$ cat config.mk
export PLATFORM = sky130hd
export DESIGN_NAME = exc_classifier
export DESIGN_NICKNAME = d
export VERILOG_FILES = /design/src/rtl/exc_pkg.sv /design/src/rtl/exc_addr_check.sv /design/src/rtl/exc_opclass.sv /design/src/rtl/exc_select.sv /design/src/rtl/exc_classifier.sv
export SDC_FILE = /design/constraint.sdc
export NUM_CORES = 1
export LEC_CHECK = 0
export ABC_AREA = 1
export BUFFER_PORTS_ARGS = -buffer_cell sky130_fd_sc_hd__buf_4
export CORE_ASPECT_RATIO = 1.4
export CORE_MARGIN = 1.5
export CORE_UTILIZATION = 29
export DETAILED_ROUTE_END_ITERATION = 16
export PLACE_DENSITY = 0.77
export SLEW_MARGIN = 15
export SYNTH_ARGS = -nofsm -noshare
export SYNTH_HDL_FRONTEND = slang
export SYNTH_SLANG_ARGS = --single-unit
$ cat constraint.sdc
create_clock -name clk -period 1.1 [get_ports clk]
set_input_delay 0.055 -clock clk [delete_from_list [all_inputs] [get_ports clk]]
set_output_delay 0.055 -clock clk [all_outputs]
set_load 0.01 [all_outputs]
$ cat src/rtl/exc_pkg.sv
package exc_pkg;

    typedef enum logic [2:0] {
        EK_NONE    = 3'd0,
        EK_ADDR    = 3'd1,
        EK_ILLEGAL = 3'd2,
        EK_LINE_A  = 3'd3,
        EK_LINE_F  = 3'd4,
        EK_PRIV    = 3'd5,
        EK_DIV0    = 3'd6,
        EK_TRACE   = 3'd7
    } exc_kind_e;

    localparam int unsigned VN_ADDR    = 3;
    localparam int unsigned VN_ILLEGAL = 4;
    localparam int unsigned VN_DIV0    = 5;
    localparam int unsigned VN_PRIV    = 8;
    localparam int unsigned VN_TRACE   = 9;
    localparam int unsigned VN_LINE_A  = 10;
    localparam int unsigned VN_LINE_F  = 11;

    function automatic int unsigned kind_vector(input exc_kind_e k);
        case (k)
            EK_ADDR:    return VN_ADDR;
            EK_ILLEGAL: return VN_ILLEGAL;
            EK_LINE_A:  return VN_LINE_A;
            EK_LINE_F:  return VN_LINE_F;
            EK_PRIV:    return VN_PRIV;
            EK_DIV0:    return VN_DIV0;
            EK_TRACE:   return VN_TRACE;
            default:    return 0;
        endcase
    endfunction

endpackage

$ cat src/rtl/exc_addr_check.sv
module exc_addr_check #(
    parameter int AW      = 32,
    parameter int SCALE_W = 2
) (
    input  logic               ex_valid,
    input  logic               xfer_valid,
    input  logic [AW-1:0]      xfer_target,
    input  logic               idx_valid,
    input  logic               idx_word,
    input  logic [SCALE_W-1:0] idx_scale,
    input  logic               idx_full,
    output logic               addr_hit
);
    localparam int SCALE8_CODE = 3;

    logic odd_hit;
    logic scale8;
    logic idx_hit;

    generate
        if (SCALE_W >= 2) begin : g_scale8
            assign scale8 = (idx_scale == SCALE_W'(SCALE8_CODE));
        end else begin : g_no_scale8
            logic unused_scale;
            assign unused_scale = ^idx_scale;
            assign scale8 = 1'b0;
        end
    endgenerate

    logic unused_hi;
    assign unused_hi = ^xfer_target[AW-1:1];

    always_comb begin
        odd_hit  = xfer_valid & xfer_target[0];
        idx_hit  = idx_valid & (idx_word | scale8 | idx_full);
        addr_hit = ex_valid & (odd_hit | idx_hit);
    end
endmodule

$ cat src/rtl/exc_opclass.sv
module exc_opclass
    import exc_pkg::*;
(
    input  logic      ex_valid,
    input  logic      op_illegal,
    input  logic      op_line_a,
    input  logic      op_line_a_mac,
    input  logic      op_line_f,
    output exc_kind_e op_kind
);
    always_comb begin
        op_kind = EK_NONE;
        if (ex_valid) begin
            if (op_line_f) begin
                op_kind = EK_LINE_F;
            end else if (op_line_a) begin
                op_kind = op_line_a_mac ? EK_NONE : EK_LINE_A;
            end else if (op_illegal) begin
                op_kind = EK_ILLEGAL;
            end
        end
    end
endmodule

$ cat src/rtl/exc_select.sv
module exc_select
    import exc_pkg::*;
(
    input  logic      addr_hit,
    input  exc_kind_e op_kind,
    input  logic      priv_hit,
    input  logic      div_hit,
    input  logic      trace_hit,
    output exc_kind_e win_kind
);
    always_comb begin
        if (addr_hit)                win_kind = EK_ADDR;
        else if (op_kind != EK_NONE) win_kind = op_kind;
        else if (priv_hit)           win_kind = EK_PRIV;
        else if (div_hit)            win_kind = EK_DIV0;
        else if (trace_hit)          win_kind = EK_TRACE;
        else                         win_kind = EK_NONE;
    end
endmodule

$ cat src/rtl/exc_classifier.sv
module exc_classifier
    import exc_pkg::*;
#(
    parameter int AW      = 32,
    parameter int SCALE_W = 2,
    parameter int VEC_W   = 8
) (
    input  logic               clk,
    input  logic               rst_n,
    input  logic               ex_valid,
    input  logic               xfer_valid,
    input  logic [AW-1:0]      xfer_target,
    input  logic               idx_valid,
    input  logic               idx_word,
    input  logic [SCALE_W-1:0] idx_scale,
    input  logic               idx_full,
    input  logic               op_illegal,
    input  logic               op_line_a,
    input  logic               op_line_a_mac,
    input  logic               op_line_f,
    input  logic               sup_only,
    input  logic               sup_mode,
    input  logic               div_op,
    input  logic               div_zero,
    input  logic               insn_done,
    input  logic               insn_stop,
    input  logic               trace_bit,
    output logic               exc_req,
    output logic [2:0]         exc_kind,
    output logic [VEC_W-1:0]   exc_vec,
    output logic [VEC_W+1:0]   exc_off
);
    localparam int OFF_W = VEC_W + 2;

    typedef struct packed {
        logic             req;
        exc_kind_e        kind;
        logic [VEC_W-1:0] vec;
        logic [OFF_W-1:0] off;
    } out_t;

    out_t      st_d, st_q;
    logic      addr_hit;
    exc_kind_e op_kind;
    exc_kind_e win_kind;
    logic      priv_hit;
    logic      div_hit;
    logic      trace_hit;

    exc_addr_check #(.AW(AW), .SCALE_W(SCALE_W)) u_addr (
        .ex_valid    (ex_valid),
        .xfer_valid  (xfer_valid),
        .xfer_target (xfer_target),
        .idx_valid   (idx_valid),
        .idx_word    (idx_word),
        .idx_scale   (idx_scale),
        .idx_full    (idx_full),
        .addr_hit    (addr_hit)
    );

    exc_opclass u_opc (
        .ex_valid      (ex_valid),
        .op_illegal    (op_illegal),
        .op_line_a     (op_line_a),
        .op_line_a_mac (op_line_a_mac),
        .op_line_f     (op_line_f),
        .op_kind       (op_kind)
    );

    always_comb begin
        priv_hit  = ex_valid & sup_only & ~sup_mode;
        div_hit   = ex_valid & div_op & div_zero;
        trace_hit = insn_done & ~insn_stop & trace_bit;
    end

    exc_select u_sel (
        .addr_hit  (addr_hit),
        .op_kind   (op_kind),
        .priv_hit  (priv_hit),
        .div_hit   (div_hit),
        .trace_hit (trace_hit),
        .win_kind  (win_kind)
    );

    always_comb begin
        st_d      = '0;
        st_d.req  = (win_kind != EK_NONE);
        st_d.kind = win_kind;
        st_d.vec  = VEC_W'(kind_vector(win_kind));
        st_d.off  = {st_d.vec, 2'b00};
    end

    always_ff @(posedge clk) begin
        if (!rst_n) st_q <= '0;
        else        st_q <= st_d;
    end

    assign exc_req  = st_q.req;
    assign exc_kind = st_q.kind;
    assign exc_vec  = st_q.vec;
    assign exc_off  = st_q.off;

    // odd transfer target yields vector 3 at offset 0x00C
    p_odd_target_r1: assert property (@(posedge clk) disable iff (!rst_n)
        (ex_valid && xfer_valid && xfer_target[0])
        |=> (exc_req && exc_vec == VEC_W'(3) && exc_off == OFF_W'(12)));

    // supervisor-only instruction in supervisor mode alone raises nothing
    p_sup_quiet_r6: assert property (@(posedge clk) disable iff (!rst_n)
        (ex_valid && sup_only && sup_mode && !xfer_valid && !idx_valid &&
         !op_illegal && !op_line_a && !op_line_f && !div_op && !insn_done)
        |=> !exc_req);

    // divide by zero alone gives vector 5 at offset 0x014
    p_div_vec_r7: assert property (@(posedge clk) disable iff (!rst_n)
        (ex_valid && div_op && div_zero && !xfer_valid && !idx_valid &&
         !op_illegal && !op_line_a && !op_line_f && !sup_only)
        |=> (exc_vec == VEC_W'(5) && exc_off == OFF_W'(20)));

    // a completing STOP never produces a trace request
    p_stop_quiet_r8: assert property (@(posedge clk) disable iff (!rst_n)
        (insn_done && insn_stop && !ex_valid) |=> !exc_req);

    // address error outranks an illegal opcode
    p_addr_first_r10: assert property (@(posedge clk) disable iff (!rst_n)
        (ex_valid && idx_valid && idx_full && op_illegal)
        |=> (exc_kind == 3'd1));

    // with nothing in execute and no completion, next cycle is quiet
    p_idle_quiet_r11: assert property (@(posedge clk) disable iff (!rst_n)
        (!ex_valid && !insn_done) |=> (!exc_req && exc_vec == '0));
endmodule

Yosys cells after proc, flatten, opt, wreduce, memory -nomap -nowiden. Cells that the tools add are included. W data, S select, Z words.

Add/sub/neg operators: 0. Multiply operators: 0. Divide/modulo/power cells: 0. $lt $le $gt $ge: 0. Eq/ne operators: 8. Shift operators: 0. Muxes and demuxes: 11. Bitwise operators: 14. Reduce and logical (&&, ||, !) cells: 2.

Operator list (number): $pmux W4 S7 (1); $mux W3 (8); $eq A3 B3 Y1 const B (4); $and A1 B1 Y1 (9); $eq A3 B2 Y1 const B (2); $reduce_bool A3 Y1 (2); $mux W2 (2); $eq A3 B1 Y1 const B (1); $or A1 B1 Y1 (3); $eq A2 B2 Y1 const B (1); $not A1 Y1 (2).

Register bits after elaboration: 14. Latch bits: 0. Memory bits (writable): 0. ROM bits: 0. Input bits: 52. Logic and storage cells: 39. Memories: 0.

Logic depth before layout (Yosys ltp).
Depth in word-level cells: 10. Depth in mapped cells: 9. Gate-level depth less buffers: 9.

Cells and area by module. From an unflattened synthesis, not the netlist that was laid out.

Cells, all modules: 88. Area total of the unflattened synthesis: 543.0 um^2.

Modules (own cells, without submodules): exc_classifier (times used 1, cells an instance 52, area an instance 387.9 um^2, sequential area each 160.2 um^2); exc_select (times used 1, cells an instance 17, area an instance 76.3 um^2, sequential area each 0.0 um^2); exc_opclass (times used 1, cells an instance 12, area an instance 47.5 um^2, sequential area each 0.0 um^2); exc_addr_check (times used 1, cells an instance 7, area an instance 31.3 um^2, sequential area each 0.0 um^2).

Least setup slack after synthesis. OpenSTA, ideal clock, no wires.

Path kind: input -> register. From: input idx_word. To: register st_q (netlist bit exc_off[3]). Arrival time: 0.737 ns. Slack: 0.249 ns. Cell stages on the path: 8. Cell sequence: nor2_1 nand2_1 nand2_1 nand2_1 nand2_1 nand3_2 a21oi_1 nor2_1.

Longest elaborated chain between the ends: 8.

Ends and longest elaborated chain: start, declared (line exc_classifier.sv:14) `input logic idx_word,`; $or A1 B1 Y1 * (2 in series) (line exc_addr_check.sv:35) `idx_hit = idx_valid & (idx_word | scale8 | idx_full);`; $and A1 B1 Y1 * (line exc_addr_check.sv:35); $or A1 B1 Y1 * (line exc_addr_check.sv:36) `addr_hit = ex_valid & (odd_hit | idx_hit);`; $and A1 B1 Y1 * (line exc_addr_check.sv:36); $mux W3 * (line exc_select.sv:12) `if (addr_hit) win_kind = EK_ADDR;`; $eq A3 B3 Y1 (tied with other cells) (line exc_pkg.sv:23) `case (k)`; $pmux W4 S7 * (line exc_pkg.sv:23); end signal, assigned (line exc_classifier.sv:95) `else st_q <= st_d;`; end, declared (line exc_classifier.sv:42) `out_t st_d, st_q;`.

Mark *: on every way between the ends. The rest lies on a longest branch, timed or not. A chain may end at the register's enable or synchronous reset.

Worst setup path in the final report. Same ends and word-level chain as after synthesis.

==> metrics.md <==
| Metric | Value |
|---|---|
| RSZ-0062 raised after global routing | false |
| Register area share after synthesis | 0.300 |
| Status | finished, final reports clean |
| Via count | 525 |
| Layout Utilization | 0.427 |
| Max stage delay on crit path | 0.18 ns |
| Fillers | 200 |
| Number of global-route vias before repair | 398 |
| Initial antenna violation count | 0 |
| Synth-to-layout area growth | 40.6% |
| Cell count after synthesis | 77 |
| Post_cts resized | 0 |
| CTS H-tree lvls | 1 |
| Final WL | 925 µm |
| Pre-antenna DRT Iters | 2 |
| Fin. Hold Viols | 0 |
| Largest net degree at the start of global routing | 9 |
| Total setup buffers inserted after CTS | 0 |
| CTS tree | yes |
| Final ANT Viol Nets | 0 |
| Number of max-cap violations | 0 |
| Ports | 74 |
| Clk pin slew, worst setup/hold paths | 0.05 ns |
| Fmax | 1.26 GHz |
| DR iter-0 viols | 2 |
| Crit path top cell by count | nand2_1 |
| Die width | 39.2 µm |
| CTS Hold Bufs | 0 |
| DR DRC count | 0 |
| CP top delay family | simple AND/OR/NAND/NOR gates |
| Share of layout cells above drive strength 1 | 0.393 |
| VDD IR-drop max | 302 µV |
| Dpl hpwl | 839 µm |
| Post-Syn Area | 533 µm² |
| Ant. Diodes | 0 |
| Startpoint Class | input port |
| Crit. End Element | flip-flop |
| CP Data Arrival Time | 0.94 ns |
| Drt via density | 4.13 |
| Final setup viols | 0 |
| TNS Setup | 0 ns |
| Fin crit share | 0.723 |
| Total gr overflow | 0 |
| Worst path slowest cell | nand2_1 |
| Clk buf depth | 2 |
| Lkg Pwr | 0.436 nW |
| First-pass GRT wire length | 1.37 mm |
| Worst-path cell chain | buf_4, nor2_1, nand2_1, nand2_1, nand2_1, nand2_1, nand3_2, a21oi_1, nor2_1 |
| Yosys reg bits | 8 |
| Most frequent cells in the layout | buf_4 (32), nand2_1 (24), conb_1 (10) |
| Pwr/cell area | 1060 nW/µm² |
| Crit path required time | 1.24 ns |
| Commonest non-fill, non-tap cell in the layout | buf_4 |
| CTS sink cnt | 8 |
| HP Class | in2reg |
| Ys Warns | 0 |
| Routed length per instance | 7.28 µm |
| FP Rows | 18 |
| RD Place Congestion | 0.648 |
| Area of the core | 1760 µm² |
| Number of max-slew violations in the final report | 0 |
| Count of input and output buffers | 32 |
| CTS Buf Count | 3 |
| Critical path class | in2reg |
| CP bufs+invs | 1 |
| Final nets | 161 |
| Initial Utilization | 0.303 |
| Die Area | 2110 µm² |
| Max FO, Critical Path | 6 |
| Final min period | 0.795 ns |
| Count of distinct cell types in the synthesized netlist | 16 |
| Gr usage total | 0.0954 |
| Avg Inst Size Synth | 6.92 µm² |
| Clock root buffer | clkbuf_4 |
| Die H | 53.7 µm |
[Yosys cell counts]
library cell	number	area, µm²
nand2_1	24	90.1
buf_4	14	105
dfxtp_1	8	160
nor2_1	7	26.3
inv_1	6	22.5
nand3_1	5	25.0
nand2_2	2	12.5
nand3_2	2	20.0
nand4_1	2	12.5
a21oi_1	1	5.00
conb_1	1	3.75
nand3_4	1	17.5
nand3b_1	1	7.51
nor2_4	1	11.3
nor3_1	1	5.00
o21ai_2	1	8.76
[layer usage]
layer  vias up  GRT usage  wire length, µm
met5         -          0                0
met4         0     0.0862                0
met3         0     0.0124              114
met2        32      0.186              490
met1       217     0.0754              320
li1        276          -                -
[through the flow]
stage | hold WS, ns | total power, mW | worst slack, ns | cells | area, µm²
after floorplan | 0.181 | 0.508 | 0.249 | 86 | 567
after detailed placement | 0.318 | 0.595 | 0.0306 | 124 | 727
after CTS | 0.0556 | 0.812 | 0.294 | 127 | 749
after global routing | 0.0805 | 0.846 | 0.203 | 127 | 749
after global placement | 0.313 | 0.588 | 0.0501 | 124 | 727
final | 0.0664 | 0.797 | 0.305 | 127 | 749
[cell type report]
| class | count | area [µm²] | share of cell area |
|---|---|---|---|
| Sequential cell | 8 | 160 | 0.214 |
| Timing Repair Buffer | 32 | 240 | 0.321 |
| Inverter | 6 | 22.5 | 0.0301 |
| Multi-Input combinational cell | 58 | 279 | 0.372 |
| Tap cell | 20 | 25.0 | 0.0334 |
| Clock buffer | 3 | 22.5 | 0.0301 |
[power by group]
part	switching, mW	total (mW)	internal [mW]
clock	0.0869	0.211	0.124
sequential	0.00894	0.325	0.317
combinational	0.133	0.261	0.128
total	0.229	0.797	0.569
[final timing paths]
kind | cells past startpoint | startpoint | endpoint
worst min-delay path | 3 | rst_n | exc_kind[0]
worst max-delay path | 9 | idx_word | exc_off[3]
[cells by family (layout without fill, tap and decap cells)]
family          count (synthesis)  after routing  share of synthesized area
other cells                     1             10                    0.00704
buf+inv                        20             41                      0.239
flops                           8              8                      0.300
compound gates                  2              2                     0.0258
simple gates                   46             46                      0.427
[state kept, by name, summed over array words and instances, names as in the netlist]
register  count
exc_kind      3
exc_off       4
exc_req       1
[tightest hold or removal path, delay by kind of cell]
kind / cells / cell delay, ns
buffers and inverters: 2 / 0.16
and+or+nand+nor: 1 / 0.07
No activity file was read; power rests on OpenSTA's default activity.
